===== src/rtl/ifc_pkg.sv =====
package ifc_pkg;

  // source field codes (register bits 3:2)
  localparam logic [1:0] SRC_OFF   = 2'b00;
  localparam logic [1:0] SRC_AM_AM = 2'b01;
  localparam logic [1:0] SRC_FM_FM = 2'b10;
  localparam logic [1:0] SRC_FM_AM = 2'b11;

  // gate field codes (register bits 1:0)
  localparam logic [1:0] GATE_1    = 2'b00;
  localparam logic [1:0] GATE_4    = 2'b01;
  localparam logic [1:0] GATE_8    = 2'b10;
  localparam logic [1:0] GATE_OPEN = 2'b11;

  // number of reference ticks in the window; 0 for the unused code
  function automatic logic [3:0] gate_ticks(input logic [1:0] code);
    case (code)
      GATE_1:  return 4'd1;
      GATE_4:  return 4'd4;
      GATE_8:  return 4'd8;
      default: return 4'd0;
    endcase
  endfunction

  function automatic logic start_legal(input logic [1:0] src, input logic [1:0] gate);
    return (src != SRC_OFF) && (gate != GATE_OPEN);
  endfunction

  function automatic logic uses_fm_pin(input logic [1:0] src);
    return (src == SRC_FM_FM) || (src == SRC_FM_AM);
  endfunction

  function automatic logic uses_am_pin(input logic [1:0] src);
    return src == SRC_AM_AM;
  endfunction

  function automatic logic am_mode(input logic [1:0] src);
    return (src == SRC_AM_AM) || (src == SRC_FM_AM);
  endfunction

endpackage


===== src/rtl/ifc_mode_reg.sv =====
module ifc_mode_reg #(
  parameter int unsigned FIELD_W = 4,
  parameter int unsigned BUS_W   = 8,
  localparam int unsigned IDX_W  = $clog2(BUS_W)
) (
  input  logic               clk,
  input  logic               rst_n,
  input  logic               stop_req,
  input  logic               halt,
  input  logic               byte_wr,
  input  logic [BUS_W-1:0]   byte_data,
  input  logic               bit_wr,
  input  logic [IDX_W-1:0]   bit_idx,
  input  logic               bit_val,
  output logic [FIELD_W-1:0] field_q,
  output logic [BUS_W-1:0]   rdata
);

  logic [FIELD_W-1:0] field_nxt;
  logic               hi_bits_unused;

  // upper byte bits are not stored
  assign hi_bits_unused = |byte_data[BUS_W-1:FIELD_W];

  always_comb begin
    field_nxt = field_q;
    if (byte_wr) begin
      field_nxt = byte_data[FIELD_W-1:0];
    end else begin
      for (int i = 0; i < FIELD_W; i++) begin
        if (bit_wr && bit_idx == IDX_W'(i)) field_nxt[i] = bit_val;
      end
    end
  end

  always_ff @(posedge clk or negedge rst_n) begin
    if (!rst_n)        field_q <= '0;
    else if (stop_req) field_q <= '0;
    else if (!halt)    field_q <= field_nxt;
  end

  assign rdata = {{(BUS_W-FIELD_W){1'b0}}, field_q};

endmodule


===== src/rtl/ifc_ref_tick.sv =====
module ifc_ref_tick #(
  parameter int unsigned TICK_DIV = 125000,
  localparam int unsigned DIV_W   = (TICK_DIV > 2) ? $clog2(TICK_DIV) : 1
) (
  input  logic clk,
  input  logic rst_n,
  input  logic clr,
  input  logic en,
  output logic tick
);

  logic [DIV_W-1:0] div_q;

  assign tick = en && (div_q == DIV_W'(TICK_DIV - 1));

  always_ff @(posedge clk or negedge rst_n) begin
    if (!rst_n)   div_q <= '0;
    else if (clr) div_q <= '0;
    else if (en)  div_q <= tick ? '0 : div_q + DIV_W'(1);
  end

endmodule


===== src/rtl/ifc_edge_sync.sv =====
module ifc_edge_sync #(
  parameter int unsigned CH     = 2,
  parameter int unsigned STAGES = 2
) (
  input  logic          clk,
  input  logic          rst_n,
  input  logic [CH-1:0] raw,
  output logic [CH-1:0] rise
);

  for (genvar ch = 0; ch < CH; ch++) begin : g_ch
    // STAGES synchroniser flops plus one history flop
    logic [STAGES:0] pipe_q;

    always_ff @(posedge clk or negedge rst_n) begin
      if (!rst_n) pipe_q <= '0;
      else        pipe_q <= {pipe_q[STAGES-1:0], raw[ch]};
    end

    assign rise[ch] = pipe_q[STAGES-1] & ~pipe_q[STAGES];
  end

endmodule


===== src/rtl/ifc_gated_counter.sv =====
module ifc_gated_counter
  import ifc_pkg::*;
#(
  parameter int unsigned TICK_DIV = 125000,
  parameter int unsigned RES_W    = 16,
  parameter int unsigned BUS_W    = 8,
  localparam int unsigned IDX_W   = $clog2(BUS_W)
) (
  input  logic             clk,
  input  logic             rst_n,
  input  logic             stop_req,
  input  logic             halt,
  input  logic             reg_wr,
  input  logic [BUS_W-1:0] reg_wdata,
  input  logic             reg_bit_wr,
  input  logic [IDX_W-1:0] reg_bit_idx,
  input  logic             reg_bit_val,
  output logic [BUS_W-1:0] reg_rdata,
  input  logic             start,
  input  logic             am_in,
  input  logic             fm_in,
  output logic [RES_W-1:0] result,
  output logic             busy,
  output logic             done,
  output logic             am_released,
  output logic             fm_released,
  output logic             am_count_mode
);

  localparam int unsigned FIELD_W = 4;
  localparam int unsigned CH_AM   = 0;
  localparam int unsigned CH_FM   = 1;

  function automatic logic [RES_W-1:0] sat_inc(input logic [RES_W-1:0] v);
    return (&v) ? v : v + RES_W'(1);
  endfunction

  logic [FIELD_W-1:0] field_q;
  logic [1:0]         src_code;
  logic [1:0]         gate_code;

  // named internal events
  logic               start_ok;
  logic               ref_tick;
  logic               gate_close;
  logic               rise_sel;
  logic [1:0]         rise;

  logic               busy_q, done_q, fm_sel_q;
  logic [3:0]         tgt_q, tick_cnt_q;
  logic [RES_W-1:0]   cnt_q, cnt_nxt, result_q;

  ifc_mode_reg #(.FIELD_W(FIELD_W), .BUS_W(BUS_W)) u_reg (
    .clk       (clk),
    .rst_n     (rst_n),
    .stop_req  (stop_req),
    .halt      (halt),
    .byte_wr   (reg_wr),
    .byte_data (reg_wdata),
    .bit_wr    (reg_bit_wr),
    .bit_idx   (reg_bit_idx),
    .bit_val   (reg_bit_val),
    .field_q   (field_q),
    .rdata     (reg_rdata)
  );

  assign src_code  = field_q[3:2];
  assign gate_code = field_q[1:0];

  assign start_ok = start && !busy_q && !stop_req && start_legal(src_code, gate_code);

  ifc_ref_tick #(.TICK_DIV(TICK_DIV)) u_tick (
    .clk   (clk),
    .rst_n (rst_n),
    .clr   (start_ok),
    .en    (busy_q),
    .tick  (ref_tick)
  );

  ifc_edge_sync #(.CH(2), .STAGES(2)) u_sync (
    .clk   (clk),
    .rst_n (rst_n),
    .raw   ({fm_in, am_in}),
    .rise  (rise)
  );

  assign rise_sel   = fm_sel_q ? rise[CH_FM] : rise[CH_AM];
  assign cnt_nxt    = rise_sel ? sat_inc(cnt_q) : cnt_q;
  assign gate_close = busy_q && ref_tick && (tick_cnt_q == tgt_q - 4'd1);

  always_ff @(posedge clk or negedge rst_n) begin
    if (!rst_n) begin
      busy_q     <= 1'b0;
      done_q     <= 1'b0;
      fm_sel_q   <= 1'b0;
      tgt_q      <= '0;
      tick_cnt_q <= '0;
      cnt_q      <= '0;
      result_q   <= '0;
    end else if (stop_req) begin
      busy_q <= 1'b0;
      done_q <= 1'b0;
    end else if (start_ok) begin
      busy_q     <= 1'b1;
      done_q     <= 1'b0;
      cnt_q      <= '0;
      tick_cnt_q <= '0;
      tgt_q      <= gate_ticks(gate_code);
      fm_sel_q   <= uses_fm_pin(src_code);
    end else if (busy_q) begin
      cnt_q <= cnt_nxt;
      if (ref_tick) tick_cnt_q <= tick_cnt_q + 4'd1;
      if (gate_close) begin
        busy_q   <= 1'b0;
        done_q   <= 1'b1;
        result_q <= cnt_nxt;
      end
    end
  end

  assign busy          = busy_q;
  assign done          = done_q;
  assign result        = result_q;
  assign am_released   = !uses_am_pin(src_code);
  assign fm_released   = !uses_fm_pin(src_code);
  assign am_count_mode = am_mode(src_code);

endmodule


===== config.mk =====
export PLATFORM = sky130hd
export DESIGN_NAME = ifc_gated_counter
export DESIGN_NICKNAME = d
export VERILOG_FILES = /design/src/rtl/ifc_pkg.sv /design/src/rtl/ifc_mode_reg.sv /design/src/rtl/ifc_ref_tick.sv /design/src/rtl/ifc_edge_sync.sv /design/src/rtl/ifc_gated_counter.sv
export SDC_FILE = /design/constraint.sdc
export NUM_CORES = 1
export LEC_CHECK = 0
export BUFFER_PORTS_ARGS = -buffer_cell sky130_fd_sc_hd__buf_2
export CAP_MARGIN = 20
export CORE_MARGIN = 3
export CORE_UTILIZATION = 40
export CTS_BUF_LIST = sky130_fd_sc_hd__clkbuf_16
export CTS_CLUSTER_DIAMETER = 80
export CTS_CLUSTER_SIZE = 25
export DETAILED_ROUTE_END_ITERATION = 7
export SYNTH_ARGS = -nofsm -noshare
export SYNTH_HDL_FRONTEND = slang
export SYNTH_SLANG_ARGS = --single-unit

===== constraint.sdc =====
create_clock -name clk -period 2.3 [get_ports clk]
set_clock_uncertainty 0.1 [all_clocks]
set_input_delay 0.23 -clock clk [delete_from_list [all_inputs] [get_ports clk]]
set_output_delay 0.23 -clock clk [all_outputs]
set_load 0.05 [all_outputs]

==> flow_summary.json, run 1 <==
{
  "cp_data_required_time_ns": 2.41,
  "drt_first_pass_iters": 4,
  "period_minus_slack_ns": 2.11,
  "crit_slowest_cell": "or3b_4",
  "io_buffers": 41,
  "worstSkewPairLatency_ns": 0.33,
  "vias_per_cell": 5.35,
  "chipWidth_um": 103,
  "path_class": "register to register",
  "multi_input_area_mm2": 0.00188,
  "slowest_delay_ns": 0.42,
  "synth_top_area_share_pct": 46.2,
  "min_from": "reg_wdata[1]",
  "crit_family": "simple AND/OR/NAND/NOR gates",
  "syn_avg_cell_area_um2": 9.42,
  "setup_violations": 0,
  "r2r_setup_slack_ns": 0.19,
  "ys_types": 57,
  "ir_worst_vdd_mv": 0.405,
  "synthFlopType": "dfrtp_1",
  "preCtsSetupSlack_ns": 0.203,
  "drtIter0Drc": 84,
  "reg2reg_depth": 5,
  "antenna_found_initial": 0,
  "synth_seq_cells": 69,
  "cts.clk_slew.worst_paths_ns": 0.06,
  "hold_viol_final": 0,
  "drv_cap": 0,
  "setup_slack_ns": 0.194,
  "dieArea_mm2": 0.0105,
  "wl_per_cell_um": 14.4,
  "cts.sinks": 69,
  "grt_setup_unrepaired": "false",
  "regArea_mm2": 0.00173,
  "tightest_slew_ns": 0.569,
  "cts_setup_buffers": 0,
  "grt_max_degree": 70,
  "hold_depth": 3,
  "synth.area.top_cells": "dfrtp_1 46%, nor2_1 4.7%, nand2_1 4.4%",
  "layout-drive-gt1-share_pct": 21.0,
  "netlist_area_mm2": 0.00374,
  "synth_top_area_cell": "dfrtp_1",
  "fill_cells": 845,
  "min_to": "u_reg.field_q[1]",
  "area_growth_pct": 19.6,
  "power_density_mw_per_mm2": 690,
  "place_congestion": 0.810,
  "ios": 50,
  "critPathMaxFanout": 6,
  "post-route-period-util_pct": 91.6,
  "drc": 0,
  "initial_core_util_pct": 42.0,
  "die_h_um": 103,
  "max_freq_mhz": 475,
  "p_leak_nw": 2.05,
  "clock_path_buffers": 2,
  "grt-ovfl-total": 0,
  "antenna_cells": 0,
  "hold_path.class": "input pin to register",
  "slew_headroom_pct": 62.1,
  "setup.worst_path.start_class": "register",
  "cp_num_buf_inv": 0,
  "root_buffer": "clkbuf_16",
  "dpl.hpwl_um": 5840,
  "syn_inst": 397,
  "ys_seq_area_share_pct": 46.2,
  "ys_warn_count": 0,
  "status": "completed",
  "nNetsFinal": 481,
  "wirelength_um": 8220,
  "tritoncts": "yes",
  "grt_pass1_vias": 2954,
  "async_flop_share_pct": 100,
  "path_cells": "or3b_4 > o31a_4 > nor2_2 > o21ai_1 > mux2_2",
  "ant_nets": 0,
  "cts_resized": 0,
  "r2r_start": "busy",
  "cts-buffers-inserted": 9,
  "rows": 34,
  "tns_ns": 0,
  "r2r-end": "cnt_q[0]",
  "grt.total_usage_pct": 16.6,
  "slew_violations": 0,
  "cp-end-kind": "register",
  "synth_edf_count": 0,
  "grt_pass1_wl_um": 13800,
  "core_mm2": 0.00889,
  "worstPathArrival_ns": 2.21,
  "htreeDepth": 3,
  "vias": 3045
}
report_power, final:
part	internal [mW]	switching [mW]
Clock	0.821	0.498
Combinational	0.169	0.227
Sequential	1.30	0.0735
Total	2.29	0.799
cell families (layout without fill, tap and decap cells):
group / after synthesis / count (layout) / share of synthesized area, %
adders and majority gates: 4 / 4 / 1.34
muxes: 6 / 6 / 1.67
AOI/OAI and AO/OA: 89 / 89 / 15.0
DFF: 69 / 69 / 46.2
buffers and inverters: 28 / 89 / 3.78
xor gates and xnor gates: 23 / 23 / 5.76
other: 1 / 4 / 0.100
and+or+nand+nor: 177 / 177 / 26.2
state kept, by name (all words and copies together), names as in the netlist:
name                count
u_sync.g_ch.pipe_q      6
u_reg.field_q           4
cnt_q                  16
tick_cnt_q              4
result                 16
done                    1
fm_sel_q                1
busy                    1
tgt_q                   3
u_tick.div_q           17
Yosys cell counts, drive strengths merged, types with 2 or more instances:
cell,count
dfrtp,69
nor2,48
nand2,44
a21oi,25
o21ai,25
xnor2,16
nand3,15
nor3,15
buf,11
and3,10
a31oi,9
inv,9
clkbuf,8
nand4,7
xor2,6
nand2b,5
o31ai,5
a22o,4
a311oi,4
and2,4
ha,4
mux2i,4
nor2b,4
nor4,4
a21o,3
a31o,3
nor3b,3
o22ai,3
a211oi,2
a2bb2oi,2
and4,2
mux2,2
nand3b,2
nor4b,2
or2,2
or3,2
or3b,2
or4,2
or4bb,2
routing by layer:
layer	up-vias	part of all wire, %	GRT usage [%]
met5	-	0	0
met4	0	0.77	4.34
met3	6	3.6	4.67
met2	58	50	28.6
met1	1457	46	20.3
li1	1524	-	-
layout by cell type (no fill, tap or decap), drive strengths merged, types with 6 or more instances in the layout:
cell	Yosys	routed
xor2	6	6
clkbuf	8	9
nor3	15	15
nand2	44	44
o21ai	25	25
nand3	15	15
nor2	48	48
xnor2	16	16
and3	10	10
a21oi	25	25
nand4	7	7
inv	9	10
dfrtp	69	69
a31oi	9	9
buf	11	61
worst min-delay path, stage by stage:
cell and delay [ns]:
buf_2 0.09, nand2_1 0.05, a311oi_1 0.08
layout make-up:
type,count,area share (%)
inverters,9,0.756
flip-flops and latches,69,38.6
clock buffers,9,5.04
repair buffers,64,9.18
well taps,108,3.02
multi-input cells,303,42.1
clock inverters,7,1.29
how the worst max path moves through the flow:
stage	start	to	cells after the start
after detailed placement	cnt_q[0]	cnt_q[0]	5
after floorplan	busy	cnt_q[0]	5
after global routing	tgt_q[0]	result[9]	8
final	busy	cnt_q[0]	5
after global placement	busy	u_tick.div_q[6]	6
after CTS	cnt_q[0]	cnt_q[0]	5
per-stage QoR:
stage | utilization, % | total power [mW] | hold WS (ns) | std cells | area, um2
floorplan | - | 1.67 | -0.166 | 400 | 3750
global placement | 46.8 | 1.77 | 0.185 | 550 | 4160
detailed placement | 46.8 | 1.79 | 0.186 | 550 | 4160
CTS | 50.3 | 3.14 | 0.0614 | 569 | 4470
global route | 50.3 | 3.24 | 0.0690 | 569 | 4470
finish | 50.3 | 3.09 | 0.0708 | 569 | 4470
what timing repair did:
| item | in CTS | in global routing |
|---|---|---|
| setup endpoints to repair | 0 | 0 |
| hold buffers | 3 | 0 |
| endpoints found under the hold margin | 71 | 0 |
Power figures use the tool's default switching activity.
==> run 2, diff against run 1 <==
--- a/config.mk
+++ b/config.mk
@@ -8,11 +8,11 @@
 export BUFFER_PORTS_ARGS = -buffer_cell sky130_fd_sc_hd__buf_2
 export CAP_MARGIN = 20
 export CORE_MARGIN = 3
-export CORE_UTILIZATION = 40
-export CTS_BUF_LIST = sky130_fd_sc_hd__clkbuf_16
+export CORE_UTILIZATION = 52
 export CTS_CLUSTER_DIAMETER = 80
 export CTS_CLUSTER_SIZE = 25
 export DETAILED_ROUTE_END_ITERATION = 7
+export PLACE_DENSITY = 0.73
 export SYNTH_ARGS = -nofsm -noshare
 export SYNTH_HDL_FRONTEND = slang
 export SYNTH_SLANG_ARGS = --single-unit
==> flow_summary.json, run 2 (synthesized netlist as in run 1, its figures left out) <==
{
  "place_congestion": 0.822,
  "slew_violations": 0,
  "max_freq_mhz": 470,
  "grt_pass1_wl_um": 13600,
  "cts.clk_slew.worst_paths_ns": 0.08,
  "hold_path.class": "input pin to register",
  "layout_commonest_cell": "dfrtp_1",
  "area_growth_pct": 17.2,
  "fin_util_pct": 63.8,
  "vias": 3069,
  "crit_slowest_cell": "or4_1",
  "io_buffers": 41,
  "path_cells": "or4_1 > nor3_4 > nand3b_2 > buf_4 > a211oi_1 > a21o_1",
  "comb_power_share_pct": 13.7,
  "antenna_found_initial": 0,
  "htreeDepth": 3,
  "setup_violations": 0,
  "cp_data_required_time_ns": 2.49,
  "slew_headroom_pct": 63.5,
  "power_density_mw_per_mm2": 659,
  "p_leak_nw": 2.02,
  "largest_reg_flops": 17,
  "drtIter0Drc": 133,
  "regMostFlops": "u_tick.div_q",
  "worstPathArrival_ns": 2.32,
  "drc": 0,
  "antenna_cells": 0,
  "grt_pass1_vias": 2987,
  "cts-buffers-inserted": 9,
  "ir_worst_vdd_mv": 0.466,
  "sw_frac_of_total_pct": 26.2,
  "grt.total_usage_pct": 20.2,
  "pwr-share-clk_pct": 39.0,
  "status": "completed",
  "ios": 50,
  "grt_setup_unrepaired": "false",
  "core_mm2": 0.00687,
  "netSwitchingPower_mw": 0.758,
  "die_h_um": 90.8,
  "hold_slack_ns": 0.0367,
  "drv_cap": 0,
  "vias_per_cell": 5.52,
  "drt_first_pass_iters": 4,
  "period_minus_slack_ns": 2.13,
  "tightest_slew_ns": 0.547,
  "chipWidth_um": 90.8,
  "hold_viol_final": 0,
  "path_class": "register to register",
  "nNetsFinal": 480,
  "layout-drive-gt1-share_pct": 21.7,
  "setup.worst_path.start_class": "register",
  "cts_setup_buffers": 0,
  "tns_ns": 0,
  "initial_core_util_pct": 54.4,
  "wl_per_cell_um": 14.0,
  "slowest_delay_ns": 0.60,
  "critPathMaxFanout": 16,
  "pwr-share-seq_pct": 47.3,
  "layout_common_cells": "69 x dfrtp_1, 47 x nor2_1, 44 x nand2_1",
  "dpl.hpwl_um": 5480,
  "clock_path_buffers": 2,
  "ant_nets": 0,
  "grt_max_degree": 70,
  "root_buffer": "clkbuf_8",
  "rows": 30,
  "worstSkewPairLatency_ns": 0.35,
  "wirelength_um": 7770,
  "fill_cells": 567,
  "tritoncts": "yes",
  "internal_power_mw": 2.13,
  "power_mw": 2.89,
  "dieArea_mm2": 0.00824,
  "post-route-period-util_pct": 92.5,
  "cts.sinks": 69,
  "cp-end-kind": "register",
  "grt-ovfl-total": 0
}
-- run 2: cell types whose count changed in the layout (fill, tap and decap cells not counted), sizes merged --
cell      change
inv           -1
clkinv        -2
bufinv        +1
buf           -1
clkbuf        +3
clkinvlp      -1
-- run 2: per-stage QoR --
| step | worst slack, ns | instances | instance area [um2] |
|---|---|---|---|
| 6_report | 0.173 | 556 | 4380 |
| 5_1_grt | 0.0674 | 556 | 4380 |
| 4_1_cts | 0.186 | 556 | 4380 |
| 3_5_place_dp | 0.201 | 537 | 4120 |
| 3_3_place_gp | 0.228 | 537 | 4120 |
| 2_1_floorplan | 0.0481 | 400 | 3750 |
-- run 2: layout make-up --
class	instances	area [um2]	area share, %
clock inverter	4	70.1	1.60
clock buffer	12	155	3.54
tap	96	120	2.74
timing repair buffer	63	390	8.91
sequential	69	1730	39.4
multi-input combinational	303	1890	43.0
inverter	9	33.8	0.771
-- run 2: worst max-delay path: cells and delay by family (launching register included) --
kind	cells	cell delay (ns)
AOI/OAI and AO/OA	2	0.34
buffers and inverters	1	0.20
DFF	1	0.43
and+or+nand+nor	3	0.98
-- run 2: worst paths after layout --
path                                       endpoint                startpoint  slack (ns)  depth (start not counted)
setup / recovery                          result[9]           u_tick.div_q[5]        0.17                          6
hold / removal                     u_reg.field_q[3]              reg_wdata[3]        0.04                          3
setup reg to reg                          result[9]           u_tick.div_q[5]        0.17                          6
hold reg to reg            u_sync.g_ch[0].pipe_q[1]  u_sync.g_ch[0].pipe_q[0]        0.25                          0
max in group asynchronous           u_tick.div_q[4]                     rst_n        1.47                          3
min in group asynchronous                 result[5]                     rst_n        0.35                          3
-- run 2: repair_timing --
| item | CTS | global route |
|---|---|---|
| resized for setup | 0 | 1 |
| hold buffers | 3 | 0 |
| setup endpoints to repair | 0 | 1 |
| hold endpoints to repair | 71 | 0 |
-- run 2: per-layer routing --
layer	GRT usage (%)	up-vias	routed length (um)
li1	-	1534	-
met1	24.8	1447	3330
met2	34.9	73	3910
met3	3.17	15	352
met4	9.55	0	186
met5	0	-	0
-- run 2: power by group through the flow --
stage          Combinational, mW  Sequential [mW]  Clock (mW)
2_1_floorplan              0.270             1.40           0
3_5_place_dp               0.396             1.39           0
5_1_grt                    0.445             1.38        1.19
4_1_cts                    0.401             1.37        1.15
6_report                   0.396             1.37        1.13
3_3_place_gp               0.383             1.38           0
